$ cat config.mk
export PLATFORM = sky130hd
export DESIGN_NAME = win_scan_seq
export DESIGN_NICKNAME = d
export VERILOG_FILES = /design/src/rtl/win_scan_pkg.sv /design/src/rtl/scan_axis.sv /design/src/rtl/scan_pace.sv /design/src/rtl/win_scan_seq.sv
export SDC_FILE = /design/constraint.sdc
export NUM_CORES = 1
export LEC_CHECK = 0
export ABC_AREA = 1
export CORE_UTILIZATION = 50
export DETAILED_ROUTE_END_ITERATION = 8
export GPL_TIMING_DRIVEN = 0
export PLACE_DENSITY = 0.73
export RECOVER_POWER = 50
export SLEW_MARGIN = 20
export SYNTH_ARGS = -nofsm -noshare
export SYNTH_HDL_FRONTEND = slang
export SYNTH_SLANG_ARGS = --single-unit
$ cat constraint.sdc
create_clock -name clk -period 6.6 [get_ports clk]
set_input_delay 1.32 -clock clk [delete_from_list [all_inputs] [get_ports clk]]
set_output_delay 1.32 -clock clk [all_outputs]
set_load 0.01 [all_outputs]
$ cat src/rtl/win_scan_pkg.sv
package win_scan_pkg;

    typedef enum logic [1:0] {
        SKIP_NONE  = 2'd0,
        SKIP_PAIR2 = 2'd1,
        SKIP_PAIR4 = 2'd2
    } skip_mode_e;

    typedef enum logic {
        ST_IDLE = 1'b0,
        ST_RUN  = 1'b1
    } scan_state_e;

    typedef struct packed {
        logic       mirror;
        skip_mode_e skip;
    } axis_mode_t;

    typedef struct packed {
        axis_mode_t row;
        axis_mode_t col;
        logic       low_power;
    } frame_mode_t;

    // 4x wins over 2x on the same axis
    function automatic skip_mode_e resolve_skip(input logic s4, input logic s2);
        if (s4)      return SKIP_PAIR4;
        else if (s2) return SKIP_PAIR2;
        else         return SKIP_NONE;
    endfunction

    // distance from the second address of a pair to the first of the next pair
    function automatic logic [3:0] pair_jump(input skip_mode_e m);
        case (m)
            SKIP_PAIR2: return 4'd3;
            SKIP_PAIR4: return 4'd7;
            default:    return 4'd1;
        endcase
    endfunction

endpackage

$ cat src/rtl/scan_axis.sv
module scan_axis
    import win_scan_pkg::*;
#(
    parameter int ADDR_W = 11
) (
    input  logic              clk,
    input  logic              rst,
    input  logic              restart,
    input  logic              adv,
    input  logic [ADDR_W-1:0] start,
    input  logic [ADDR_W-1:0] size,
    input  axis_mode_t        mode,
    output logic [ADDR_W-1:0] addr,
    output logic              last
);
    localparam int OFF_W = ADDR_W + 1;

    logic [OFF_W-1:0] off_q;
    logic [OFF_W-1:0] off_nxt;
    logic [3:0]       stride;

    always_comb begin
        stride  = off_q[0] ? pair_jump(mode.skip) : 4'd1;
        off_nxt = off_q + {{(OFF_W-4){1'b0}}, stride};
        last    = (off_nxt >= {1'b0, size});
        if (mode.mirror)
            addr = start + size - off_q[ADDR_W-1:0];
        else
            addr = start + off_q[ADDR_W-1:0];
    end

    always_ff @(posedge clk) begin
        if (rst || restart)
            off_q <= '0;
        else if (adv)
            off_q <= off_nxt;
    end

endmodule

$ cat src/rtl/scan_pace.sv
module scan_pace (
    input  logic clk,
    input  logic rst,
    input  logic load,
    input  logic running,
    input  logic low_power,
    input  logic pix_en,
    output logic step
);
    logic half_q;

    always_ff @(posedge clk) begin
        if (rst || load)
            half_q <= 1'b1;
        else if (running && low_power)
            half_q <= ~half_q;
    end

    assign step = running && pix_en && (!low_power || half_q);

endmodule

$ cat src/rtl/win_scan_seq.sv
module win_scan_seq
    import win_scan_pkg::*;
#(
    parameter int ADDR_W = 11
) (
    input  logic              clk,
    input  logic              rst,
    input  logic              scan_en,
    input  logic              pix_en,
    input  logic              low_power,
    input  logic              ctx_sel,
    input  logic [ADDR_W-1:0] row_start,
    input  logic [ADDR_W-1:0] row_size,
    input  logic [ADDR_W-1:0] col_start,
    input  logic [ADDR_W-1:0] col_size,
    input  logic              row_mirror,
    input  logic              col_mirror,
    input  logic              row_skip4,
    input  logic              col_skip4,
    input  logic              row_skip2_a,
    input  logic              col_skip2_a,
    input  logic              row_skip2_b,
    input  logic              col_skip2_b,
    output logic [ADDR_W-1:0] row_addr,
    output logic [ADDR_W-1:0] col_addr,
    output logic              pix_valid,
    output logic              line_end,
    output logic              frame_end
);
    scan_state_e       state_q;
    frame_mode_t       mode_q;
    frame_mode_t       mode_in;
    logic [ADDR_W-1:0] row_start_q, row_size_q, col_start_q, col_size_q;
    logic              running, load, step, row_last, col_last;

    assign running = (state_q == ST_RUN);
    assign load    = (state_q == ST_IDLE) && scan_en;

    always_comb begin
        mode_in.row.mirror = row_mirror;
        mode_in.col.mirror = col_mirror;
        mode_in.row.skip   = resolve_skip(row_skip4, ctx_sel ? row_skip2_b : row_skip2_a);
        mode_in.col.skip   = resolve_skip(col_skip4, ctx_sel ? col_skip2_b : col_skip2_a);
        mode_in.low_power  = low_power;
    end

    // frame-start capture of every configuration input
    always_ff @(posedge clk) begin
        if (rst) begin
            mode_q      <= '0;
            row_start_q <= '0;
            row_size_q  <= '0;
            col_start_q <= '0;
            col_size_q  <= '0;
        end else if (load) begin
            mode_q      <= mode_in;
            row_start_q <= row_start;
            row_size_q  <= row_size;
            col_start_q <= col_start;
            col_size_q  <= col_size;
        end
    end

    always_ff @(posedge clk) begin
        if (rst)
            state_q <= ST_IDLE;
        else if (load)
            state_q <= ST_RUN;
        else if (frame_end)
            state_q <= ST_IDLE;
    end

    scan_pace u_pace (
        .clk       (clk),
        .rst       (rst),
        .load      (load),
        .running   (running),
        .low_power (mode_q.low_power),
        .pix_en    (pix_en),
        .step      (step)
    );

    scan_axis #(.ADDR_W(ADDR_W)) u_col (
        .clk     (clk),
        .rst     (rst),
        .restart (load || (step && col_last)),
        .adv     (step),
        .start   (col_start_q),
        .size    (col_size_q),
        .mode    (mode_q.col),
        .addr    (col_addr),
        .last    (col_last)
    );

    scan_axis #(.ADDR_W(ADDR_W)) u_row (
        .clk     (clk),
        .rst     (rst),
        .restart (load),
        .adv     (step && col_last),
        .start   (row_start_q),
        .size    (row_size_q),
        .mode    (mode_q.row),
        .addr    (row_addr),
        .last    (row_last)
    );

    assign pix_valid = step;
    assign line_end  = step && col_last;
    assign frame_end = step && col_last && row_last;

endmodule

Word level (Yosys, flattened, before mapping)
Cells that the tools add are included.
Widths: inputs -> output; s select.
- add/sub/neg operators: 8
- bitwise operators: 2
- mux-type cells: 14
- $lt $le $gt $ge: 2
- eq/ne operators: 4
- reductions and logical operators: 12
- operators with widths (kind ; number):
    $add 11x11->11 ; 4
    $add 12x4->12 ; 2
    $ge 12x11->1 ; 2
    $mux 11 ; 2
    $sub 11x11->11 ; 2
    $pmux 3 s2 ; 2
    $logic_and 1x1->1 ; 6
    $mux 1 ; 6
    $mux 3 ; 2
    $eq 2x1->1 const B ; 2
    $eq 2x2->1 const B ; 2
    $logic_or 1x1->1 ; 4
    $mux 2 ; 2
    $not 1->1 ; 2
    $reduce_bool 2->1 ; 1
    $logic_not 1->1 ; 1
- flip-flop bits (word level): 77
- logic and storage cells: 55
- input bits: 58
- output and inout port bits: 25

Logic depth before layout (Yosys ltp)
- depth after elaboration: 9
- depth in mapped cells: 23
- depth with buffers taken out: 22

Hierarchy
A second synthesis with hierarchy kept.
- cell total of the unflattened synthesis: 1115
- area total of the unflattened synthesis: 7230.7 um2
- modules (own cells, without submodules) (module ; cells each ; times used ; area an instance (um2) ; sequential area each (um2)):
    scan_axis ; 434 ; 2 ; 2621.3 ; 240.2
    win_scan_seq ; 238 ; 1 ; 1934.4 ; 1041.0
    scan_pace ; 9 ; 1 ; 53.8 ; 20.0

Worst setup path after synthesis
No wires, ideal clock.
- path type: register -> output
- start point: register mode_q[1] (netlist bit)
- end point: output port line_end
- required time: 5.280 ns
- stages on the path, launching flop included: 21
- setup slack: 2.373 ns
- arrival: 2.907 ns
- buffers on the path: 1
- cells stage by stage: dfxtp_1 -> inv_1 -> ha_1 -> nor2_1 -> inv_1 -> fa_1 -> or2_1 -> a21oi_2 -> nand2_1 -> nor2_1 -> xor2_1 -> ha_1 -> nand2_1 -> nor2_1 -> a211oi_1 -> nand2_1 -> nand2_1 -> nand2_1 -> nand2_2 -> inv_2 -> buf_6
- word-level cells in the longest chain between the ends: 6
- elaborated cells on any way between the ends: 7
- those cells by class: add/sub: 1; order compare: 1; eq/ne: 2; mux: 2; reduce/logical: 1
- RTL lines (item ; RTL line ; RTL):
    from (decl) ; win_scan_seq.sv:31 ; frame_mode_t mode_q;
    from (signal assigned) ; win_scan_seq.sv:56 ; mode_q <= mode_in;
    $eq 2x2->1 / $eq 2x1->1 (equally long branches) ; win_scan_pkg.sv:34 ; case (m)
    $pmux 3 s2 * ; win_scan_pkg.sv:34 ;
    $mux 3 * ; scan_axis.sv:23 ; stride = off_q[0] ? pair_jump(mode.skip) : 4'd1;
    $add 12x4->12 * ; scan_axis.sv:24 ; off_nxt = off_q + {{(OFF_W-4){1'b0}}, stride};
    named net u_col.off_nxt[6] ; scan_axis.sv:19 ; logic [OFF_W-1:0] off_nxt;
    $ge 12x11->1 * ; scan_axis.sv:25 ; last = (off_nxt >= {1'b0, size});
    $logic_and 1x1->1 * ; win_scan_seq.sv:108 ; assign line_end = step && col_last;
    to (decl) ; win_scan_seq.sv:27 ; output logic line_end,
Mark *: on every way through the listed nets, which the timed path passes. The rest lies on a longest branch.

Final worst setup path
Ends and elaborated chain as after synthesis.

==> metrics.txt <==
# TYPE chip_impl_metric gauge
chip_impl_info{name="critPathKind",value="flop to primary output"} 1
chip_impl_metric{name="hold_path_stages",unit=""} 2
chip_impl_metric{name="synth_nets",unit=""} 1132
chip_impl_metric{name="drt.antenna.violating_nets",unit=""} 0
chip_impl_info{name="synth.top_cells.by_area",value="dfxtp_1 23%, ha_1 16%, inv_1 10%"} 1
chip_impl_info{name="synth_top_flop_cell",value="dfxtp_1"} 1
chip_impl_metric{name="fmax",unit="MHz"} 181
chip_impl_metric{name="cts_post_setup_buffers_inserted",unit=""} 0
chip_impl_info{name="cp-end-kind",value="primary output"} 1
chip_impl_metric{name="clock_latency",unit="ps"} 350
chip_impl_metric{name="syn-instance-count",unit=""} 962
chip_impl_metric{name="cp.arrival",unit="ps"} 4210
chip_impl_info{name="hold_path_startpoint",value="mode_q[1]"} 1
chip_impl_metric{name="place_congestion",unit=""} 0.946
chip_impl_metric{name="drt_wl_total",unit="um"} 17900
chip_impl_metric{name="final_hold_violations",unit=""} 0
chip_impl_metric{name="htree_num_levels",unit=""} 3
chip_impl_info{name="status",value="finished clean"} 1
chip_impl_info{name="worstReg2RegStart",value="mode_q[1]"} 1
chip_impl_metric{name="async_flop_share",unit="%"} 0
chip_impl_info{name="list_of_most_frequent_post_synthesis_cells",value="181 x inv_1, 178 x nand2_1, 118 x nor2_1"} 1
chip_impl_metric{name="vias_per_cell",unit=""} 5.07
chip_impl_metric{name="fp-row-count",unit=""} 42
chip_impl_metric{name="postSynthRegisterBits",unit=""} 77
chip_impl_metric{name="diodes",unit=""} 0
chip_impl_metric{name="dp_hpwl",unit="um"} 14200
chip_impl_info{name="min_delay_worst_endpoint",value="mode_q[1]"} 1
chip_impl_metric{name="fin_nets",unit=""} 1224
chip_impl_metric{name="grt_pass1_vias",unit=""} 5997
chip_impl_metric{name="cts_num_sinks",unit=""} 77
chip_impl_metric{name="die-area",unit="um2"} 14000
chip_impl_metric{name="areal_power_density_over_the_cells",unit="nW/um2"} 208
chip_impl_metric{name="timing_worst_slew_pin_value",unit="ps"} 756
chip_impl_metric{name="remaining_drc_errors",unit=""} 0
chip_impl_metric{name="synth_sequential_area_ratio",unit="%"} 22.9
chip_impl_metric{name="initial_core_utilization",unit="%"} 51.1
chip_impl_metric{name="post-place-ws",unit="ps"} 1470
chip_impl_metric{name="synthDominantCellAreaShare",unit="%"} 22.9
chip_impl_info{name="ctsRootBufferMaster",value="clkbuf_16"} 1
chip_impl_metric{name="final.setup_skew",unit="ps"} 8.11
chip_impl_metric{name="clk_pin_slew_worst_paths",unit="ps"} 60
chip_impl_metric{name="router_iterations_before_antenna_repair",unit=""} 5
chip_impl_info{name="start_kind",value="flop"} 1
chip_impl_metric{name="fin_setup_tns",unit="ps"} 0
chip_impl_metric{name="grt.overflow.total",unit=""} 0
chip_impl_metric{name="count_of_hold_buffers_inserted_by_post_cts_repair",unit=""} 0
chip_impl_metric{name="floorplan.die.width",unit="um"} 118
chip_impl_metric{name="filler_cell_count",unit=""} 1227
chip_impl_metric{name="drive_gt1_share",unit="%"} 2.83
chip_impl_info{name="cts_tree",value="built"} 1
chip_impl_metric{name="timing.max_slew.rel_slack",unit="%"} 49.6
chip_impl_metric{name="area_growth_synth_to_finish",unit="%"} 20.3
chip_impl_metric{name="clk_path_buf_depth",unit=""} 2
chip_impl_info{name="yosysTopAreaCell",value="dfxtp_1"} 1
chip_impl_info{name="crit-reg2reg-capture",value="u_col.off_q[5]"} 1
chip_impl_metric{name="core-area",unit="um2"} 13200
chip_impl_info{name="min-delay-path-class",value="flop to flop"} 1
chip_impl_metric{name="tritoncts.num_buffers",unit=""} 9
chip_impl_metric{name="vias",unit=""} 6266
chip_impl_metric{name="final_critical_path_setup_slack",unit="ps"} 1070
chip_impl_metric{name="average_wire_per_cell_in_the_routed_design",unit="um"} 14.5
chip_impl_metric{name="power.leakage",unit="uW"} 0.00386
chip_impl_metric{name="report.final.slew_viol_count",unit=""} 0
chip_impl_metric{name="grt_start_max_net_pins",unit=""} 14
chip_impl_metric{name="grt.total_usage",unit="%"} 26.6
chip_impl_metric{name="yosys.cell_types.count",unit=""} 38
chip_impl_metric{name="synth.cell_area",unit="um2"} 6740
chip_impl_metric{name="die-height",unit="um"} 118
chip_impl_metric{name="avg_cell_area_syn",unit="um2"} 7.01
chip_impl_info{name="rsz_0062_raised_after_global_routing",value="no"} 1
chip_impl_metric{name="crit_share_post_route",unit="%"} 83.7
chip_impl_metric{name="drt-initial-drc-count",unit=""} 449
chip_impl_metric{name="post_cts_resized",unit=""} 0
chip_impl_metric{name="worstRegToRegCells",unit=""} 21
chip_impl_metric{name="setup_viol",unit=""} 0
chip_impl_metric{name="worst-endpoint-required",unit="ps"} 5280
chip_impl_metric{name="number_of_antenna_violations_at_the_first_check_in_global_routing",unit=""} 0
chip_impl_metric{name="yosysWarnings",unit=""} 0
chip_impl_metric{name="synth_enable_flop_cells",unit=""} 0
chip_impl_info{name="synthMostInstantiatedCell",value="inv_1"} 1
chip_impl_metric{name="timing.final.crit_period",unit="ps"} 5530
chip_impl_metric{name="pin_count",unit=""} 83
chip_impl_metric{name="vdd_drop_max",unit="mV"} 0.143
chip_impl_metric{name="maximum_fanout_count_along_the_critical_path",unit=""} 10
chip_impl_metric{name="number_of_maximum_capacitance_violations",unit=""} 0
chip_impl_metric{name="port-buffer-count",unit=""} 81
chip_impl_metric{name="grt_pass1_wl",unit="um"} 29100
chip_impl_metric{name="worst-r2r-setup-slack",unit="ps"} 2960
-- flip-flops by register name, indices dropped and copies added (netlist names) --
| signal | flops |
|---|---|
| mode_q | 7 |
| col_start_q | 11 |
| running | 1 |
| row_start_q | 11 |
| u_row.off_q | 12 |
| u_col.off_q | 12 |
| row_size_q | 11 |
| col_size_q | 11 |
| u_pace.half_q | 1 |
-- cells by family after synthesis --
group           count (synthesis)  synth area share (%)
compound gates                184                  16.5
flops                          77                  22.9
fa+ha+maj                     112                  23.5
xor+xnor                       31                  4.03
mux                             5                 0.761
simple gates                  347                  20.6
buf+inv                       206                  11.7
-- critical path, cell delays in order, from the launching register on --
cell	delay, ps
dfxtp_1	330
inv_1	50
ha_1	290
nor2_1	140
inv_1	70
fa_1	370
or2_1	270
a21oi_2	170
nand2_1	140
nor2_1	130
xor2_1	190
ha_1	250
nand2_1	80
nor2_1	50
a211oi_1	180
nand2_1	90
nand2_1	60
nand2_1	140
nand2_2	160
inv_2	70
buf_6	150
clkdlybuf4s50_1	480
-- final cells by class --
class,count,area (um2),area share [%]
inverters,182,683,8.42
multi-input cells,679,4410,54.4
well taps,176,220,2.72
flip-flops and latches,77,1540,19.0
clock inverters,5,82.6,1.02
plain buffers,24,109,1.34
clock buffers,11,253,3.12
repair buffers,81,811,10.0
-- cells in the final DEF (no fill, tap or decap), types with 3 or more instances in the layout --
cell,n
inv_1,181
o21bai_1,6
mux2i_1,4
nor4_1,5
a211oi_1,45
nand4_1,6
nor2_1,118
nor3_1,10
nand3_1,24
o21ai_0,50
nand2_1,178
clkbuf_1,21
a21oi_2,3
clkdlybuf4s50_1,80
clkbuf_16,9
o31ai_1,3
fa_1,24
o21a_1,5
dfxtp_1,77
xnor2_1,8
ha_1,88
xor2_1,23
a21oi_1,60
-- metrics by stage --
stage | area, um2 | util (%) | hold WS [ps] | std cells | total power (uW)
6_report | 8110 | 61.5 | 464 | 1235 | 1690
4_1_cts | 8110 | 61.5 | 470 | 1235 | 1690
3_3_place_gp | 7770 | 58.9 | 444 | 1219 | 1120
2_1_floorplan | 6740 | - | 423 | 962 | 922
3_5_place_dp | 7770 | 58.9 | 456 | 1219 | 1130
5_1_grt | 8110 | 61.5 | 483 | 1235 | 1790
-- routing by layer --
metal	track usage, %	wire length [um]	share of wire [%]	vias to the layer above
met5	0	0	0	-
met4	7.69	377	2.1	0
met3	4.34	689	3.9	26
met2	47.8	8890	50	145
met1	32.4	7900	44	2843
li1	-	-	-	3252
-- power breakdown --
part | internal (uW) | switching (uW) | total (uW)
sequential | 494 | 22.7 | 517
clock | 353 | 208 | 561
combinational | 256 | 353 | 609
total | 1100 | 584 | 1690
-- worst max path at each step --
stage	from	to	slack [ps]	cells past startpoint
2_1_floorplan	mode_q[1]	line_end	2370	20
3_3_place_gp	mode_q[1]	line_end	1460	21
3_5_place_dp	mode_q[1]	line_end	1470	21
4_1_cts	mode_q[1]	line_end	1070	21
5_1_grt	mode_q[1]	line_end	760	21
6_report	mode_q[1]	line_end	1070	21
Note: power is estimated with default switching activity, not from simulation.
